$ cat src/rtl/dis_pkg.sv
package dis_pkg;

   typedef enum logic [2:0] {
      MODE_RESET = 3'b000,
      MODE_NOP   = 3'b001,
      MODE_PALL  = 3'b010,
      MODE_MRS   = 3'b011,
      MODE_EMRS  = 3'b100,
      MODE_RSVD  = 3'b101,
      MODE_REF   = 3'b110,
      MODE_NORM  = 3'b111
   } dis_mode_e;

   typedef struct packed {
      logic cs_n;
      logic ras_n;
      logic cas_n;
      logic we_n;
   } dis_cmd_t;

   localparam dis_cmd_t CMD_DESEL = 4'b1111;
   localparam dis_cmd_t CMD_NOP   = 4'b0111;
   localparam dis_cmd_t CMD_PRE   = 4'b0010;
   localparam dis_cmd_t CMD_LMR   = 4'b0000;
   localparam dis_cmd_t CMD_REF   = 4'b0001;

   typedef enum logic [1:0] {
      ST_IDLE  = 2'd0,
      ST_ISSUE = 2'd1,
      ST_ACK   = 2'd2
   } dis_state_e;

endpackage

$ cat src/rtl/dis_mode_ctl.sv
module dis_mode_ctl
   import dis_pkg::*;
#(
   parameter int NUM_CKE = 2
) (
   input  logic               clk,
   input  logic               rst_n,
   input  logic               mode_wr,
   input  logic [2:0]         mode_wdata,
   output dis_mode_e          mode_q,
   output logic [NUM_CKE-1:0] cke
);

   logic set_cke;

   assign set_cke = mode_wr && (mode_wdata != 3'b000);

   always_ff @(posedge clk or negedge rst_n) begin
      if (!rst_n) begin
         mode_q <= MODE_RESET;
      end else if (mode_wr) begin
         mode_q <= dis_mode_e'(mode_wdata);
      end
   end

   // one sticky flop per rank so each enable can be placed near its pins
   for (genvar i = 0; i < NUM_CKE; i++) begin : g_cke
      logic en_q;
      always_ff @(posedge clk or negedge rst_n) begin
         if (!rst_n) begin
            en_q <= 1'b0;
         end else if (set_cke) begin
            en_q <= 1'b1;
         end
      end
      assign cke[i] = en_q;
   end

endmodule

$ cat src/rtl/dis_cmd_map.sv
module dis_cmd_map
   import dis_pkg::*;
#(
   parameter int ADDR_W   = 13,
   parameter int BA_W     = 2,
   parameter int MRS_BITS = 11,
   parameter int AP_BIT   = 10
) (
   input  dis_mode_e           mode,
   input  logic [MRS_BITS-1:0] reg_val,
   output logic                issue,
   output logic                to_norm,
   output dis_cmd_t            cmd,
   output logic [ADDR_W-1:0]   addr,
   output logic [BA_W-1:0]     ba
);

   localparam logic [BA_W-1:0] BA_MRS  = '0;
   localparam logic [BA_W-1:0] BA_EMRS = BA_W'(1);

   always_comb begin
      issue   = 1'b0;
      to_norm = 1'b0;
      cmd     = CMD_DESEL;
      addr    = '0;
      ba      = '0;
      case (mode)
         MODE_NOP: begin
            issue = 1'b1;
            cmd   = CMD_NOP;
         end
         MODE_PALL: begin
            issue        = 1'b1;
            cmd          = CMD_PRE;
            addr[AP_BIT] = 1'b1;
         end
         MODE_MRS: begin
            issue                = 1'b1;
            cmd                  = CMD_LMR;
            addr[MRS_BITS-1:0]   = reg_val;
            ba                   = BA_MRS;
         end
         MODE_EMRS: begin
            issue                = 1'b1;
            cmd                  = CMD_LMR;
            addr[MRS_BITS-1:0]   = reg_val;
            ba                   = BA_EMRS;
         end
         MODE_REF: begin
            issue = 1'b1;
            cmd   = CMD_REF;
         end
         MODE_NORM: begin
            to_norm = 1'b1;
         end
         default: begin
            issue   = 1'b0;
            to_norm = 1'b0;
         end
      endcase
   end

endmodule

$ cat src/rtl/dis_seq_ctl.sv
module dis_seq_ctl
   import dis_pkg::*;
#(
   parameter int ADDR_W = 13,
   parameter int BA_W   = 2
) (
   input  logic              clk,
   input  logic              rst_n,
   input  logic              host_req,
   input  logic              issue,
   input  logic              to_norm,
   input  dis_cmd_t          cmd_in,
   input  logic [ADDR_W-1:0] addr_in,
   input  logic [BA_W-1:0]   ba_in,
   output logic              host_ack,
   output dis_cmd_t          cmd_q,
   output logic [ADDR_W-1:0] addr_q,
   output logic [BA_W-1:0]   ba_q,
   output logic              norm_q
);

   dis_state_e state_q;
   dis_state_e state_d;
   logic       accept;

   assign accept = (state_q == ST_IDLE) && host_req;

   always_comb begin
      state_d = state_q;
      case (state_q)
         ST_IDLE:  if (host_req) state_d = (issue || to_norm) ? ST_ISSUE : ST_ACK;
         ST_ISSUE: state_d = ST_ACK;
         ST_ACK:   state_d = ST_IDLE;
         default:  state_d = ST_IDLE;
      endcase
   end

   always_ff @(posedge clk or negedge rst_n) begin
      if (!rst_n) begin
         state_q <= ST_IDLE;
         cmd_q   <= CMD_DESEL;
         addr_q  <= '0;
         ba_q    <= '0;
         norm_q  <= 1'b0;
      end else begin
         state_q <= state_d;
         if (accept && issue) begin
            cmd_q  <= cmd_in;
            addr_q <= addr_in;
            ba_q   <= ba_in;
         end else begin
            cmd_q  <= CMD_DESEL;
            addr_q <= '0;
            ba_q   <= '0;
         end
         norm_q <= accept && to_norm;
      end
   end

   assign host_ack = (state_q == ST_ACK);

endmodule

$ cat src/rtl/dis_fcs_guard.sv
module dis_fcs_guard
   import dis_pkg::*;
#(
   parameter bit FCS_GATE = 1'b1
) (
   input  dis_mode_e mode,
   input  logic      fast_cs_en,
   output logic      fcs_err,
   output logic      fast_cs_act
);

   logic in_norm;

   assign in_norm = (mode == MODE_NORM);
   assign fcs_err = fast_cs_en && !in_norm;

   if (FCS_GATE) begin : g_gate
      assign fast_cs_act = fast_cs_en && in_norm;
   end else begin : g_flag_only
      assign fast_cs_act = fast_cs_en;
   end

endmodule

$ cat src/rtl/dram_init_seq.sv
module dram_init_seq
   import dis_pkg::*;
#(
   parameter int HA_W     = 32,
   parameter int ADDR_W   = 13,
   parameter int BA_W     = 2,
   parameter int NUM_CKE  = 2,
   parameter int MAP_LSB  = 3,
   parameter int MRS_BITS = 11,
   parameter int AP_BIT   = 10,
   parameter bit FCS_GATE = 1'b1
) (
   input  logic               clk,
   input  logic               rst_n,
   input  logic               mode_wr,
   input  logic [2:0]         mode_wdata,
   input  logic               fast_cs_en,
   input  logic               host_req,
   input  logic [HA_W-1:0]    host_addr,
   output logic               host_ack,
   output logic               cmd_cs_n,
   output logic               cmd_ras_n,
   output logic               cmd_cas_n,
   output logic               cmd_we_n,
   output logic [ADDR_W-1:0]  dram_addr,
   output logic [BA_W-1:0]    dram_ba,
   output logic [NUM_CKE-1:0] cke,
   output logic               norm_strobe,
   output logic               fcs_err,
   output logic               fast_cs_act
);

   localparam int MAP_MSB = MAP_LSB + MRS_BITS - 1;

   if (MAP_MSB >= HA_W) begin : g_bad_map
      $error("register value field runs past the host address");
   end
   if (MRS_BITS > ADDR_W) begin : g_bad_mrs
      $error("register value wider than the DRAM address");
   end
   if (AP_BIT >= ADDR_W) begin : g_bad_ap
      $error("all-bank bit outside the DRAM address");
   end
   if (BA_W < 1 || NUM_CKE < 1) begin : g_bad_width
      $error("bank width and rank count must be at least one");
   end

   dis_mode_e           mode_q;
   logic                dec_issue;
   logic                dec_norm;
   dis_cmd_t            dec_cmd;
   logic [ADDR_W-1:0]   dec_addr;
   logic [BA_W-1:0]     dec_ba;
   dis_cmd_t            cmd_q;
   logic [MRS_BITS-1:0] reg_val;
   logic                unused_ha;

   assign reg_val   = host_addr[MAP_MSB:MAP_LSB];
   assign unused_ha = ^host_addr;

   dis_mode_ctl #(
      .NUM_CKE (NUM_CKE)
   ) i_mode (
      .clk        (clk),
      .rst_n      (rst_n),
      .mode_wr    (mode_wr),
      .mode_wdata (mode_wdata),
      .mode_q     (mode_q),
      .cke        (cke)
   );

   dis_cmd_map #(
      .ADDR_W   (ADDR_W),
      .BA_W     (BA_W),
      .MRS_BITS (MRS_BITS),
      .AP_BIT   (AP_BIT)
   ) i_map (
      .mode    (mode_q),
      .reg_val (reg_val),
      .issue   (dec_issue),
      .to_norm (dec_norm),
      .cmd     (dec_cmd),
      .addr    (dec_addr),
      .ba      (dec_ba)
   );

   dis_seq_ctl #(
      .ADDR_W (ADDR_W),
      .BA_W   (BA_W)
   ) i_seq (
      .clk      (clk),
      .rst_n    (rst_n),
      .host_req (host_req),
      .issue    (dec_issue),
      .to_norm  (dec_norm),
      .cmd_in   (dec_cmd),
      .addr_in  (dec_addr),
      .ba_in    (dec_ba),
      .host_ack (host_ack),
      .cmd_q    (cmd_q),
      .addr_q   (dram_addr),
      .ba_q     (dram_ba),
      .norm_q   (norm_strobe)
   );

   dis_fcs_guard #(
      .FCS_GATE (FCS_GATE)
   ) i_fcs (
      .mode        (mode_q),
      .fast_cs_en  (fast_cs_en),
      .fcs_err     (fcs_err),
      .fast_cs_act (fast_cs_act)
   );

   assign cmd_cs_n  = cmd_q.cs_n;
   assign cmd_ras_n = cmd_q.ras_n;
   assign cmd_cas_n = cmd_q.cas_n;
   assign cmd_we_n  = cmd_q.we_n;

endmodule

$ cat config.mk
export PLATFORM = sky130hd
export DESIGN_NAME = dram_init_seq
export DESIGN_NICKNAME = d
export VERILOG_FILES = /design/src/rtl/dis_pkg.sv /design/src/rtl/dis_mode_ctl.sv /design/src/rtl/dis_cmd_map.sv /design/src/rtl/dis_seq_ctl.sv /design/src/rtl/dis_fcs_guard.sv /design/src/rtl/dram_init_seq.sv
export SDC_FILE = /design/constraint.sdc
export NUM_CORES = 1
export LEC_CHECK = 0
export CAP_MARGIN = 10
export CORE_MARGIN = 1
export CORE_UTILIZATION = 38
export CTS_BUF_LIST = sky130_fd_sc_hd__clkbuf_4 sky130_fd_sc_hd__clkbuf_8
export DETAILED_ROUTE_END_ITERATION = 10
export GPL_ROUTABILITY_DRIVEN = 0
export GPL_TIMING_DRIVEN = 1
export PLACE_DENSITY = 0.93
export SYNTH_ARGS = -nofsm -noshare
export SYNTH_HDL_FRONTEND = slang
export SYNTH_SLANG_ARGS = --single-unit
$ cat constraint.sdc
create_clock -name clk -period 2.8 [get_ports clk]
set_clock_uncertainty 0.2 [all_clocks]
set_input_delay 0.42 -clock clk [delete_from_list [all_inputs] [get_ports clk]]
set_output_delay 0.42 -clock clk [all_outputs]
set_load 0.01 [all_outputs]
==> metrics.yaml, run 1 <==
synthTopCellsByCount: "dfrtp_1, and2_1, o21ai_0, buf_4, nand2_1"
initial_core_util: 0.410
numCtsBuffers: 3
dpl_cell_area_sq_um: 1320
power_density_nw_per_um2: 504
crit_type: "flip-flop to primary output"
avgViaCountPerCell: 4.68
yosysMostFrequentCell: "dfrtp_1"
cp_data_required_time_ns: 2.18
wl_microns: 1720
synth_area_leaders: "dfrtp_1, dfstp_2, and2_1"
first_pass_iters: 4
grt_pass1_wl_microns: 3040
synthArstFlopShare: 1.00
synth_flop_cell: "dfrtp_1"
grt_pass1_vias: 723
io_pins: 65
finalSetupViolCount: 0
h-tree-depth: 1
fin_crit_sh: 0.825
drc: 0
rows: 17
end_kind: "primary output"
synth_cell_type_count: 23
dpl.cell_count: 143
rsz0062_at_grt: "no"
stdcell_count: 147
root_buffer: "clkbuf_4"
synth_top_area_frac: 0.515
synth_edf_count: 0
cts_tree: "done"
power.leakage_nw: 0.584
status: "finished, final reports clean"
dr_total_vias: 688
avgSynthCellArea_sq_um: 11.5
maxCapViolations: 0
die_y_microns: 51.3
area_delta_synth_final_pct: 45.7
synth-seq-cells: 23
pre_cts_slack_ns: 0.592
antenna_cells: 0
antenna_found_initial: 0
critPathLaunchType: "flip-flop"
hold_path_class: "input pin to async pin"
wire_per_inst_microns: 11.7
synth-seq-area-share: 0.629
clk_pin_slew_ns: 0.11
synth.largest_area_cell: "dfrtp_1"
crit_arrival_ns: 1.69
drive_above_1_share: 0.0924
grt_use_total: 0.161
slew_viol_final: 0
vdd_drop_max_mv: 0.273
yosysWarnings: 0
gr-total-overflow: 0
clock-sinks: 23
die_area_sq_um: 2630
io_buffer_count: 40
synthesis.area_sq_um: 923
first_iter_violations: 6
cts_resized: 0
finalHoldViolCount: 0
min_period_ns: 2.31
fin_area_sq_um: 1350
fin_nets: 160
fin_ws_ns: 0.490
crit_fanout: 9
dp_hpwl_microns: 1380
p_total_w: 0.000677
ant_nets: 0
grt_max_degree: 24
hold_buffers: 0
fmax_mhz: 433
finalSetupTns_ns: 0
postCtsSetupBuffers: 0
core-area_sq_um: 2250
die-width_microns: 51.3
cts_buffer_depth: 2
netlist_instances: 80
clk_latency_ns: 0.30
## layout make-up
class                      count  area (sq um)
sequential                    23           581
inverter                       4          15.0
multi-input combinational     47           277
clock buffer                   4          30.0
fill                         205           910
timing repair buffer          41           408
tap                           28          35.0
## metal layers
metal	vias up	part of all wire	global-route usage
li1	328	-	-
met2	28	0.58	0.311
met5	-	0	0
met4	0	0.016	0.0856
met1	326	0.35	0.158
met3	6	0.060	0.0298
## worst max-delay path, cell delays in order (launching register included)
cell and delay, ns:
dfrtp_1 0.53, nand3_1 0.19, and2_1 0.20, clkdlybuf4s50_1 0.47
## registers in the layout (all words and copies together), names as in the netlist
| register | count |
|---|---|
| i_mode.g_cke.en_q | 1 |
| i_seq.norm_q | 1 |
| i_seq.addr_q | 11 |
| i_seq.cmd_q | 4 |
| i_seq.ba_q | 1 |
| i_mode.mode_q | 3 |
| i_seq.state_q | 2 |
## per-stage QoR
stage	utilization	hold slack, ns
after global placement	0.583	0.250
after CTS	0.597	0.255
after detailed placement	0.583	0.261
after floorplan	-	-0.0756
after global routing	0.597	0.268
final	0.597	0.257
## kinds of logic (layout without fill, tap and decap cells)
logic type / after synthesis / after routing / synth area share
simple gates: 29 / 29 / 0.183
flops: 23 / 23 / 0.629
compound gates: 14 / 14 / 0.0948
buf+inv: 12 / 49 / 0.0799
other cells: 1 / 3 / 0.00406
xor+xnor: 1 / 1 / 0.00949
## path summary, 6_finish.rpt
| kind | startpoint | to | slack (ns) | depth (start not counted) |
|---|---|---|---|---|
| setup / recovery | i_mode.mode_q[0] | fcs_err | 0.49 | 3 |
| hold / removal | rst_n | i_mode.mode_q[2] | 0.26 | 2 |
| setup reg to reg | i_seq.state_q[0] | i_seq.addr_q[9] | 1.20 | 3 |
| hold reg to reg | i_seq.state_q[1] | i_seq.state_q[1] | 0.28 | 1 |
| max in group asynchronous | rst_n | i_seq.cmd_q[1] | 1.86 | 2 |
| min in group clk | i_seq.state_q[1] | i_seq.state_q[1] | 0.28 | 1 |
## layout by cell type, fill, tap and decap left out
master / instances
or3b_4: 1
nor2_1: 4
inv_1: 4
clkbuf_4: 4
a21oi_4: 1
nand3b_1: 1
dfstp_2: 4
nand2_1: 5
conb_1: 3
nor2b_1: 2
dfrtp_1: 19
and2_1: 11
o31ai_1: 2
nor3b_1: 2
buf_4: 1
xnor2_1: 1
a21oi_1: 3
a31oi_1: 1
o21ai_0: 7
clkdlybuf4s50_1: 40
nand3_1: 1
nand2b_1: 1
or3b_1: 1
## power breakdown
group / switching, W / internal (W)
Sequential: 0.0000186 / 0.000363
Clock: 0.0000892 / 0.0000652
Combinational: 0.0000604 / 0.0000808
Total: 0.000168 / 0.000509
Power figures use the tool's default switching activity.
==> run 2: changes to the inputs <==
--- a/config.mk
+++ b/config.mk
@@ -7,12 +7,12 @@
 export LEC_CHECK = 0
 export CAP_MARGIN = 10
 export CORE_MARGIN = 1
-export CORE_UTILIZATION = 38
+export CORE_UTILIZATION = 32
 export CTS_BUF_LIST = sky130_fd_sc_hd__clkbuf_4 sky130_fd_sc_hd__clkbuf_8
 export DETAILED_ROUTE_END_ITERATION = 10
 export GPL_ROUTABILITY_DRIVEN = 0
 export GPL_TIMING_DRIVEN = 1
-export PLACE_DENSITY = 0.93
+export PLACE_DENSITY = 0.84
 export SYNTH_ARGS = -nofsm -noshare
 export SYNTH_HDL_FRONTEND = slang
 export SYNTH_SLANG_ARGS = --single-unit
==> constraint.sdc (replaced) <==
create_clock -name clk -period 2.1 [get_ports clk]
set_clock_uncertainty 0.2 [all_clocks]
set_input_delay 0.315 -clock clk [delete_from_list [all_inputs] [get_ports clk]]
set_output_delay 0.315 -clock clk [all_outputs]
set_load 0.01 [all_outputs]
==> metrics.yaml, run 2 (same netlist as run 1, synthesis figures left out) <==
h-tree-depth: 1  # unchanged
cts_tree: "done"
wl_microns: 1700  # -1.2%
status: "finished, final reports clean"
die_y_microns: 55.7  # +8.6%
crit_fanout: 4  # -5
finalSetupTns_ns: 0  # unchanged
min_period_ns: 1.98
power_density_nw_per_um2: 660  # +31%
grt_max_degree: 24  # unchanged
crit_arrival_ns: 1.47  # -0.22 ns
mostFrequentLayoutCell: "clkdlybuf4s50_1"
power.leakage_nw: 0.612  # +4.9%
rows: 19  # +2
die_area_sq_um: 3100  # +18%
avgViaCountPerCell: 4.44  # -5.1%
io_buffer_count: 40  # unchanged
rsz0062_at_grt: "no"
ant_nets: 0  # unchanged
pre_cts_slack_ns: 0.116  # -0.476 ns
fin_nets: 164  # +2.5%
vdd_drop_max_mv: 0.431  # +58%
drive_above_1_share: 0.130  # +0.0376
critPathSlowestCell: "clkdlybuf4s50_1"
dp_hpwl_microns: 1320  # -4.1%
cp_cell_sequence: "nand3_1 > nor2_1 > clkdlybuf4s50_1"
fin_crit_sh: 0.944
core-area_sq_um: 2730  # +21%
die-width_microns: 55.7  # +8.6%
antenna_found_initial: 0  # unchanged
finalSetupViolCount: 0  # unchanged
grt_pass1_vias: 633  # -12%
crit_type: "flip-flop to primary output"
fin_ws_ns: 0.118  # -0.373 ns
hold_buffers: 0  # unchanged
critPathLaunchType: "flip-flop"
clk_latency_ns: 0.30  # about the same
initial_core_util: 0.338  # -0.0718
fmax_mhz: 504
antenna_cells: 0  # unchanged
clk_pin_slew_ns: 0.12  # about the same
numCtsBuffers: 3  # unchanged
gr-total-overflow: 0  # unchanged
largest_reg_flops: 11  # unchanged
clock-sinks: 23  # unchanged
hold_path_class: "input pin to async pin"
drc: 0  # unchanged
root_buffer: "clkbuf_4"
end_kind: "primary output"
grt_pass1_wl_microns: 2780  # -8.4%
largest-register: "i_seq.addr_q"
final_cell_mix: "clkdlybuf4s50_1, dfrtp_1, and2_1"
grt_use_total: 0.119  # -0.0422
maxCapViolations: 0  # unchanged
io_pins: 65  # unchanged
area_delta_synth_final_pct: 49.7
first_iter_violations: 11  # +5
first_pass_iters: 6  # +2
slowest_delay_ns: 0.54  # about the same
cts_buffer_depth: 2  # unchanged
cp_data_required_time_ns: 1.58  # -0.60 ns
wire_per_inst_microns: 11.1  # -5.7%
dr_total_vias: 684  # -0.58%
slew_viol_final: 0  # unchanged
reg_top3: "i_seq.addr_q (11), i_seq.cmd_q (4), i_mode.mode_q (3)"
finalHoldViolCount: 0  # unchanged
run 2: cell count changes in the layout (fill, tap and decap cells not counted), sizes merged:
cell           before  now
clkdlybuf4s50      40   39
buf                 1    5
dlymetal6s2s        0    1
run 2: path summary, 6_finish.rpt:
kind                                       start                   end  slack (ns)  cells after the start
worst max-delay path            i_mode.mode_q[1]           fast_cs_act        0.12                      3
worst min-delay path                       rst_n  i_mode.g_cke[1].en_q        0.15                      2
worst max register to register  i_mode.mode_q[1]       i_seq.addr_q[6]        0.48                      4
worst min register to register  i_seq.state_q[1]      i_seq.state_q[1]        0.28                      1
max in group asynchronous                  rst_n        i_seq.cmd_q[0]        1.27                      2
min in group clk                i_seq.state_q[1]      i_seq.state_q[1]        0.28                      1
run 2: through the flow:
stage,power [W],hold WS [ns],util,cell area (sq um),instances
finish,0.000912,0.155,0.506,1380,154
global placement,0.000705,0.251,0.488,1330,148
floorplan,0.000603,-0.181,-,931,82
global route,0.000971,0.167,0.506,1380,154
CTS,0.000922,0.155,0.499,1370,152
detailed placement,0.000711,0.264,0.488,1330,148
run 2: what timing repair did:
item	in CTS	in global routing
endpoints found under the setup margin	2	2
hold endpoints to repair	0	0
buffers inserted	0	2
resized for setup	1	1
cloned	0	0
pin swaps	0	0
run 2: where the power goes:
group / internal (W) / leakage, nW / total (W) / switching [W]
clock network: 0.0000868 / 0.0184 / 0.000206 / 0.000120
registers: 0.000485 / 0.292 / 0.000500 / 0.0000159
logic: 0.000116 / 0.302 / 0.000205 / 0.0000894
run 2: final cells by class:
| class | count | area (sq um) |
|---|---|---|
| repair buffers | 45 | 440 |
| inverters | 4 | 15.0 |
| well taps | 31 | 38.8 |
| fillers | 254 | 1350 |
| multi-input cells | 47 | 277 |
| clock buffers | 4 | 30.0 |
| flip-flops and latches | 23 | 582 |
run 2: worst max-delay path, delay by kind of cell, from the launching register on:
kind | cells | cell delay, ns
buffers and inverters | 1 | 0.54
DFF | 1 | 0.40
and+or+nand+nor | 2 | 0.23
run 2: metal layers:
layer	global-route usage	routed length, microns
met1	0.132	651
met2	0.212	919
met3	0.0372	123
met4	0.0429	8
met5	0	0
